### src/rtl/mhf_pkg.sv
package mhf_pkg;
    parameter int BYTE_W     = 8;
    parameter int ADDR_BYTES = 6;
    parameter int CRC_W      = 32;
    parameter int HASH_W     = 8;
    parameter int NUM_WORDS  = 8;
    parameter int WORD_W     = 32;
    parameter logic [CRC_W-1:0] CRC_POLY = 32'hEDB88320;
    parameter logic [CRC_W-1:0] CRC_SEED = 32'hFFFFFFFF;

    localparam int SEL_W = $clog2(NUM_WORDS);
    localparam int BIT_W = $clog2(WORD_W);
    localparam int CNT_W = $clog2(ADDR_BYTES + 1);

    typedef logic [CRC_W-1:0]  crc_t;
    typedef logic [HASH_W-1:0] hash_t;

    typedef struct packed {
        logic [SEL_W-1:0] word_sel;
        logic [BIT_W-1:0] bit_sel;
    } tbl_idx_t;

    typedef struct packed {
        logic done;
        logic accept;
    } verdict_t;

    // One byte through the reflected CRC, least-significant bit first.
    function automatic crc_t crc_step_byte(crc_t c_in, logic [BYTE_W-1:0] d);
        crc_t c;
        c = c_in;
        for (int i = 0; i < BYTE_W; i++) begin
            if (c[0] ^ d[i]) c = (c >> 1) ^ CRC_POLY;
            else             c = c >> 1;
        end
        return c;
    endfunction

    // Upper HASH_W bits of the bit-reversed CRC.
    function automatic hash_t hash_of(crc_t c);
        crc_t r;
        for (int i = 0; i < CRC_W; i++) r[i] = c[CRC_W-1-i];
        return r[CRC_W-1 -: HASH_W];
    endfunction
endpackage

### src/rtl/mhf_crc_accum.sv
module mhf_crc_accum
    import mhf_pkg::*;
(
    input  logic              clk,
    input  logic              rst,
    input  logic [BYTE_W-1:0] byte_i,
    input  logic              valid_i,
    input  logic              sof_i,
    output logic              last_fire_o,
    output crc_t              crc_next_o,
    output logic              mcast_o
);
    logic [CNT_W-1:0] cnt_q;
    crc_t             crc_q;
    logic             mcast_q;

    logic start_fire, cont_fire;

    assign start_fire  = valid_i && sof_i;
    assign cont_fire   = valid_i && !sof_i && (cnt_q != '0);
    assign last_fire_o = cont_fire && (cnt_q == CNT_W'(ADDR_BYTES - 1));
    assign crc_next_o  = crc_step_byte(start_fire ? CRC_SEED : crc_q, byte_i);
    assign mcast_o     = mcast_q;

    always_ff @(posedge clk) begin
        if (rst) begin
            cnt_q   <= '0;
            crc_q   <= CRC_SEED;
            mcast_q <= 1'b0;
        end else if (start_fire) begin
            cnt_q   <= CNT_W'(1);
            crc_q   <= crc_next_o;
            mcast_q <= byte_i[0];
        end else if (last_fire_o) begin
            cnt_q   <= '0;
            crc_q   <= crc_next_o;
        end else if (cont_fire) begin
            cnt_q   <= cnt_q + CNT_W'(1);
            crc_q   <= crc_next_o;
        end
    end

    // byte counter never passes the last in-progress position
    p_cnt_bound_r7: assert property (@(posedge clk) disable iff (rst)
        cnt_q <= CNT_W'(ADDR_BYTES - 1));

    // a start marker always restarts at byte position 1
    p_sof_restart_r8: assert property (@(posedge clk) disable iff (rst)
        (valid_i && sof_i) |=> (cnt_q == CNT_W'(1)));

    // idle cycles leave the partial CRC untouched
    p_idle_hold_r9: assert property (@(posedge clk) disable iff (rst)
        !valid_i |=> $stable(crc_q) && $stable(cnt_q));
endmodule

### src/rtl/mhf_table_select.sv
module mhf_table_select
    import mhf_pkg::*;
(
    input  hash_t                            hash_i,
    input  logic [NUM_WORDS-1:0][WORD_W-1:0] table_i,
    output logic                             hit_o
);
    tbl_idx_t             idx;
    logic [NUM_WORDS-1:0] word_hit;

    assign idx = tbl_idx_t'(hash_i);

    for (genvar w = 0; w < NUM_WORDS; w++) begin : g_word
        assign word_hit[w] = (idx.word_sel == SEL_W'(w)) && table_i[w][idx.bit_sel];
    end

    assign hit_o = |word_hit;

    // at most one word can claim the lookup
    always_comb begin
        a_one_word_r3: assert ($onehot0(word_hit));
    end
endmodule

### src/rtl/mcast_hash_filter.sv
module mcast_hash_filter
    import mhf_pkg::*;
(
    input  logic                             clk,
    input  logic                             rst,
    input  logic [BYTE_W-1:0]                addr_byte_i,
    input  logic                             addr_valid_i,
    input  logic                             addr_sof_i,
    input  logic [NUM_WORDS-1:0][WORD_W-1:0] hash_table_i,
    input  logic                             pass_all_i,
    output logic                             done_o,
    output logic                             accept_o
);
    logic     last_fire;
    crc_t     crc_next;
    logic     mcast;
    logic     tbl_hit;
    verdict_t verdict_q;

    mhf_crc_accum u_accum (
        .clk         (clk),
        .rst         (rst),
        .byte_i      (addr_byte_i),
        .valid_i     (addr_valid_i),
        .sof_i       (addr_sof_i),
        .last_fire_o (last_fire),
        .crc_next_o  (crc_next),
        .mcast_o     (mcast)
    );

    mhf_table_select u_select (
        .hash_i  (hash_of(crc_next)),
        .table_i (hash_table_i),
        .hit_o   (tbl_hit)
    );

    always_ff @(posedge clk) begin
        if (rst) begin
            verdict_q <= '0;
        end else begin
            verdict_q.done   <= last_fire;
            verdict_q.accept <= last_fire && mcast && (pass_all_i || tbl_hit);
        end
    end

    assign done_o   = verdict_q.done;
    assign accept_o = verdict_q.accept;

    // the done strobe lasts a single cycle
    p_done_pulse_r7: assert property (@(posedge clk) disable iff (rst)
        done_o |=> !done_o);

    // accept only ever appears with done
    p_accept_qual_r4: assert property (@(posedge clk) disable iff (rst)
        accept_o |-> done_o);

    // pass-all forces acceptance of a multicast address
    p_pass_all_r5: assert property (@(posedge clk) disable iff (rst)
        (last_fire && mcast && pass_all_i) |=> (done_o && accept_o));

    // a unicast address is never accepted
    p_unicast_rej_r6: assert property (@(posedge clk) disable iff (rst)
        (last_fire && !mcast) |=> (done_o && !accept_o));
endmodule

### config.mk
export PLATFORM = sky130hd
export DESIGN_NAME = mcast_hash_filter
export DESIGN_NICKNAME = d
export VERILOG_FILES = /design/src/rtl/mhf_pkg.sv /design/src/rtl/mhf_crc_accum.sv /design/src/rtl/mhf_table_select.sv /design/src/rtl/mcast_hash_filter.sv
export SDC_FILE = /design/constraint.sdc
export NUM_CORES = 1
export LEC_CHECK = 0
export BUFFER_PORTS_ARGS = -buffer_cell sky130_fd_sc_hd__buf_2
export CAP_MARGIN = 20
export CORE_UTILIZATION = 47
export CTS_CLUSTER_SIZE = 25
export DETAILED_ROUTE_END_ITERATION = 12
export HOLD_SLACK_MARGIN = 0.02
export PLACE_DENSITY = 0.86
export SETUP_SLACK_MARGIN = 0.1
export SYNTH_ARGS = -nofsm -noshare
export SYNTH_HDL_FRONTEND = slang
export SYNTH_SLANG_ARGS = --single-unit
### constraint.sdc
create_clock -name clk -period 4.1 [get_ports clk]
set_input_delay 0 -clock clk [delete_from_list [all_inputs] [get_ports clk]]
set_output_delay 0 -clock clk [all_outputs]
set_load 0.05 [all_outputs]
* Word-level counts from Yosys, hierarchy flattened
Index checks and enable logic that the tools add are counted.
** Word-level totals
- Output and inout bits :: 2
- Input port bits :: 269
- Word-level logic and storage cells :: 84
- Flip-flop bits (word level) :: 38
** Operators by class
- Equality and inequality tests :: 8
- Reduce and logical (&&, ||, !) cells :: 21
- Order comparisons :: 1
- Add/sub/neg operators :: 1
- Bitwise logic cells :: 16
- Multiplexer cells :: 31
** Operators by type and width (number)
- two-way mux 32 bit :: 12
- NOT 13 -> 14 bit :: 8
- binary-select mux 1 bit (select 5 bit) :: 8
- == test 3 bit, second input constant :: 5
- logical AND 1 bit :: 14
- two-way mux 1 bit :: 11
- OR reduction 8 bit :: 1
- bitwise XOR 1 bit :: 8
- == test 3 x 2 -> 1 bit, second input constant :: 2
- less-than comparator 5 x 6 -> 1 bit, second input constant :: 1
- nonzero test 3 bit :: 2
- adder 3 x 1 -> 3 bit, second input constant :: 1
- == test 3 x 1 -> 1 bit, second input constant :: 1
- zero test 3 bit :: 1
- OR reduction 3 bit :: 1
- zero test 1 bit :: 1
- logical OR 1 bit :: 1

* Longest topological paths before layout
- Word-level depth :: 24
- Mapped depth :: 16

* Hierarchy
From an unflattened synthesis, not the netlist that was laid out.
** Unflattened totals
- Cells, all modules :: 503
- Area total of the unflattened synthesis :: 4937.2 µm²
** By module, submodules not included
- mhf_crc_accum :: seq. area each 720.7 µm², instances 1, area each 2673.8 µm², cells each 329
- mhf_table_select :: seq. area each 0.0 µm², instances 1, area each 2199.6 µm², cells each 170
- mcast_hash_filter :: seq. area each 40.0 µm², instances 1, area each 63.8 µm², cells each 4

* Worst setup path before layout
OpenSTA, ideal clock, no wires.
- Path kind :: register -> register
- From :: reg u_accum.crc_q[1]
- To :: reg verdict_q (netlist bit accept_o)
- Required time :: 4.026 ns
- Library setup time :: 0.074 ns
- Path buffers :: 2
- Data arrival time :: 2.822 ns
- Setup slack :: 1.204 ns
- Cell stages (with the launch flop) :: 14
- Path through :: dfxtp_1 > buf_6 > xnor3_1 > and3_1 > a211oi_2 > nor2_8 > buf_6 > mux2i_1 > mux2_2 > o211ai_2 > nand4_1 > a2111oi_2 > nand4_1 > a31oi_1
** On the way
- Longest elaborated chain between the ends :: 18
** RTL lines
- start: declaration :: line mhf_crc_accum.sv:14 : crc_t crc_q;
- start signal: assignment :: line mhf_crc_accum.sv:32 : crc_q <= crc_next_o;
- start signal: assignment :: line mhf_crc_accum.sv:36 : crc_q <= crc_next_o;
- start signal: assignment :: line mhf_crc_accum.sv:39 : crc_q <= crc_next_o;
- two-way mux 32 bit (*) :: line mhf_crc_accum.sv:22 : assign crc_next_o = crc_step_byte(start_fire ? CRC_SEED : crc_q, byte_i);
- two-way mux 32 bit (*) :: line mhf_pkg.sv:33 : if (c[0] ^ d[i]) c = (c >> 1) ^ CRC_POLY;
- bitwise XOR 1 bit (*) :: line mhf_pkg.sv:33
- two-way mux 32 bit (*) :: line mhf_pkg.sv:33
- NOT 13 -> 14 bit (no line)
- two-way mux 32 bit (*) (3 in a row) :: line mhf_pkg.sv:33
- NOT 13 -> 14 bit (no line)
- two-way mux 32 bit (*) (3 in a row) :: line mhf_pkg.sv:33
- binary-select mux 1 bit (select 5 bit) :: line mhf_table_select.sv:14 : assign word_hit[w] = (idx.word_sel == SEL_W'(w)) && table_i[w][idx.bit_sel];
- two-way mux 1 bit (implied by the code) :: line mhf_table_select.sv:14
- logical AND 1 bit :: line mhf_table_select.sv:14
- OR reduction 8 bit (*) :: line mhf_table_select.sv:17 : assign hit_o = |word_hit;
- logical OR 1 bit (*) :: line mcast_hash_filter.sv:42 : verdict_q.accept <= last_fire && mcast && (pass_all_i || tbl_hit);
- logical AND 1 bit (*) :: line mcast_hash_filter.sv:42
- end: declaration :: line mcast_hash_filter.sv:18 : verdict_t verdict_q;
Mark *: on every way between the ends. The rest lies on a longest branch, timed or not. The select of a mux whose other input is x is not followed.
A chain may end at the register's enable or synchronous reset.

* Worst setup path after layout
Same ends and word-level chain as after synthesis.

==> results.txt <==
----------------------------------------------------
[Run status]
  Outcome ... finished, final reports clean

[Synthesis]
  Post-synthesis register bit count ... 38
  Area fraction in and, or, nand and nor cells after synthesis ... 0.249
  Compound-Gate Fraction of Synth Area ... 0.167
  Synth top area share ... 0.143
  Largest cells by area after synthesis ... sky130_fd_sc_hd__dfxtp_1 14%, sky130_fd_sc_hd__mux2i_1 10%, sky130_fd_sc_hd__nand2_1 9.2%, sky130_fd_sc_hd__xnor2_1 8.5%, sky130_fd_sc_hd__mux4_2 8.5%
  Dominant combinational cell family by area after synthesis ... simple AND/OR/NAND/NOR gates
  Post-synth net total ... 981
  Number of enable flip-flop cells after synthesis ... 0
  Fraction of the mapped netlist area in adder cells ... 0.00704
  Synth Warn # ... 0
  Count of mapped cells out of synthesis ... 709
  Library cell with the largest summed area after synthesis ... sky130_fd_sc_hd__dfxtp_1
  Parity-gate share of the synthesized area counting xor and xnor cells ... 0.162
  Multiplexer fraction of the synthesized cell area ... 0.203
  Mean instance size in the synthesized netlist ... 7.52 µm²
  Distinct cell type count of the synthesized netlist ... 64
  Post-synthesis async set-or-reset flop share ... 0
  Fraction of the yosys area taken by sequential cells ... 0.143
  Most used DFF post-synth ... sky130_fd_sc_hd__dfxtp_1
  Synthesized area ... around 0.0053 mm²

[Pwr]
  Max rail drop VDD ... between 0.2 and 0.3 mV
  Overall Power ... about 4.2 mW
  Leakage power summed over all cells ... 3.32 nW
  Power per cell area ... approximately 610 mW/mm²

[Timing]
  Number of pins with negative max-slew slack in the final report ... 0
  Final critical-path share of the clock period ... 0.888
  RSZ-0062 raised after global routing ... false
  Total of endpoints with negative setup slack in the final report ... 0
  Final worst-path setup slack ... 0.459 ns
  Maximum clock skew at final layout ... 0.00202 ns
  Post-route worst hold slack ... between 0.03 and 0.04 ns
  Max frequency ... 275 MHz
  Hold Violations, Final ... 0
  Headroom to the max-slew limit ... 0.435
  Tightest Pin Transition ... 0.843 ns
  Final critical delay including setup and external delays ... 3.64 ns
  Final sum of negative setup slack ... 0 ns

[Floorplanning]
  # IOs ... 271
  Die area ... 0.0118 mm²
  CORE AREA ... approximately 0.011 mm²
  Starting utilization of the core area ... 0.487
  Die extent in y ... about 110 µm
  Horizontal die dimension ... 108 µm
  Row count ... 38

[Routing]
  Number of detailed-routing iterations run before antenna repair ... 5
  DRT Wirelength ... between 15,000 and 20,000 µm
  Vias per inst ... 5.91
  Iteration-0 DRC count of the detailed router ... 725
  Routed wirelength normalized by instance count ... roughly 18 µm
  Number of remaining DRC errors ... 0
  ANT nets after route ... 0
  Via Count ... 6,450

[Clocking]
  Clk sinks ... 38
  Clock root buffer ... sky130_fd_sc_hd__clkbuf_16
  Post-CTS setup repair buffer count ... 0
  Gates resized, CTS repair ... 0
  Number of buffers inserted for hold repair after clock tree synthesis ... 0
  Clock slew seen by the registers of the worst setup and hold paths ... 0.06 ns
  Clock Path Buffers ... 2
  TritonCTS clock tree ... yes
  Worst-Skew Late Latency ... 0.28 ns
  Cts bufs inserted ... 5
  Number of levels in the clock H-tree ... 2

[Job]
  Max_cap viols ... 0

[Min path]
  Worst min-delay path class ... input pin to flip-flop

[Global route]
  Pin count of the biggest net entering global routing ... 37
  First-pass GRT wire length ... approximately 30,000 µm
  Initial antenna violation count ... 0
  Total global routing overflow ... 0
  GRT Util Overall ... 0.322
  Number of global-route vias before repair ... approximately 6,000

[Finish]
  NumNets Final ... 1,222
  Final instance count without filler cells ... between 1,000 and 1,500
  Most common library cell in the layout ignoring fill and taps ... sky130_fd_sc_hd__buf_2
  Post-layout utilization of the core ... 0.630
  Final antenna diode count ... 0
  Area growth from synthesis to layout ... 29.2%
  Share of layout cells above drive strength 1 ... 0.369
  Post-route cell area ... 0.00689 mm²
  Leading cell types in the layout, fill and taps excluded ... 270 x sky130_fd_sc_hd__buf_2, 130 x sky130_fd_sc_hd__nand2_1, 79 x sky130_fd_sc_hd__nor2_1, 55 x sky130_fd_sc_hd__mux2i_1, 51 x sky130_fd_sc_hd__xnor2_1

[Placement]
  Placed Area ... 0.00674 mm²
  Post-detailed-placement half-perimeter wirelength ... 15,300 µm
  Post-Place Cells ... 1,083
  Port-buffer cells ... 270
  Routability-driven placement congestion ratio ... 0.928
  Place WS ... 0.522 ns

[Critical path]
  Required time reported for the critical path endpoint ... 4.27 ns
  Cell class contributing the biggest share of worst-path delay ... simple AND/OR/NAND/NOR gates
  Setup crit end kind ... flip-flop
  Cell at the slowest stage of the critical path ... sky130_fd_sc_hd__nor2_8
  Sequence of cells on the critical path ... xnor3_1 -> nand3_1 -> a211oi_4 -> nor2_8 -> buf_12 -> buf_4 -> mux4_2 -> nand2_1 -> nand3_1 -> nand4_1 -> o21ai_0 -> a31oi_1 -> a31oi_1
  Crit path kind ... flip-flop to flip-flop
  Startpoint class of the critical path ... flip-flop
  Critical path buffers and inverters ... 2
  Largest driver fanout on the critical path ... 34
  Signal arrival time at the worst endpoint ... 3.81 ns
  Delay contributed by the slowest stage of the critical path ... 0.53 ns

----------------------------------------------------
worst paths after layout:
path                    start               end  slack (ns)  cells past startpoint
max reg2reg  u_accum.crc_q[1]          accept_o        0.46                     13
min            addr_byte_i[7]  u_accum.crc_q[9]        0.04                      3
min reg2reg   u_accum.mcast_o   u_accum.mcast_o        0.48                      2
max          u_accum.crc_q[1]          accept_o        0.46                     13
sequential cells by signal, indices dropped and copies added, names as in the netlist:
| signal | flops |
|---|---|
| u_accum.crc_q | 32 |
| u_accum.cnt_q | 3 |
| accept_o | 1 |
| done_o | 1 |
| u_accum.mcast_o | 1 |
area by class of cell:
class,instances,area [µm²]
Sequential cell,38,761
Fill cell,943,4050
Clock buffer,6,139
Tap cell,140,175
Timing Repair Buffer,295,1550
Clock inverter,2,12.5
Multi-Input combinational cell,605,4230
Inverter,5,18.8
synthesized netlist by cell type (5+ instances only):
cell                        count
sky130_fd_sc_hd__nand2_1      130
sky130_fd_sc_hd__and3_1        16
sky130_fd_sc_hd__o21ai_0       18
sky130_fd_sc_hd__dfxtp_1       38
sky130_fd_sc_hd__o22ai_1        7
sky130_fd_sc_hd__nand2b_1       6
sky130_fd_sc_hd__mux2i_1       55
sky130_fd_sc_hd__nor3_1         9
sky130_fd_sc_hd__buf_2         24
sky130_fd_sc_hd__inv_1          5
sky130_fd_sc_hd__buf_4          6
sky130_fd_sc_hd__mux2_2         7
sky130_fd_sc_hd__a2111oi_0      5
sky130_fd_sc_hd__xnor2_1       52
sky130_fd_sc_hd__mux4_2        20
sky130_fd_sc_hd__a211o_1       12
sky130_fd_sc_hd__or2_2          7
sky130_fd_sc_hd__nand4_1        5
sky130_fd_sc_hd__buf_6          9
sky130_fd_sc_hd__clkbuf_1      20
sky130_fd_sc_hd__xor2_1        28
sky130_fd_sc_hd__nand3_1       40
sky130_fd_sc_hd__nor2_1        79
sky130_fd_sc_hd__a21oi_1       35
sky130_fd_sc_hd__a31oi_1        9
layer usage:
metal  GRT usage  share of wire  up-vias
met5           0              0        -
met4       0.122          0.033        0
met3      0.0615          0.095       72
met2       0.575           0.50      394
met1       0.379           0.37     2996
li1            -              -     2988
where the power goes:
group          switching (mW)  internal [mW]
combinational            1.84           1.42
sequential             0.0805          0.442
clock                   0.163          0.241
worst register-to-register path, delay by kind of cell (launching register included):
family	cells	cell delay, ns
multiplexers	1	0.35
AND/OR/NAND/NOR	5	1.02
buffers and inverters	2	0.58
XOR/XNOR	1	0.52
AO/OA/AOI/OAI	4	0.56
flip-flops	1	0.48
kinds of logic (layout without fill, tap and decap cells):
| logic type | after synthesis | in the layout |
|---|---|---|
| buf+inv | 66 | 308 |
| xor+xnor | 89 | 89 |
| fa+ha+maj | 3 | 3 |
| mux | 82 | 82 |
| compound gates | 129 | 129 |
| simple gates | 302 | 302 |
| flops | 38 | 38 |
Power figures use the tool's default switching activity.
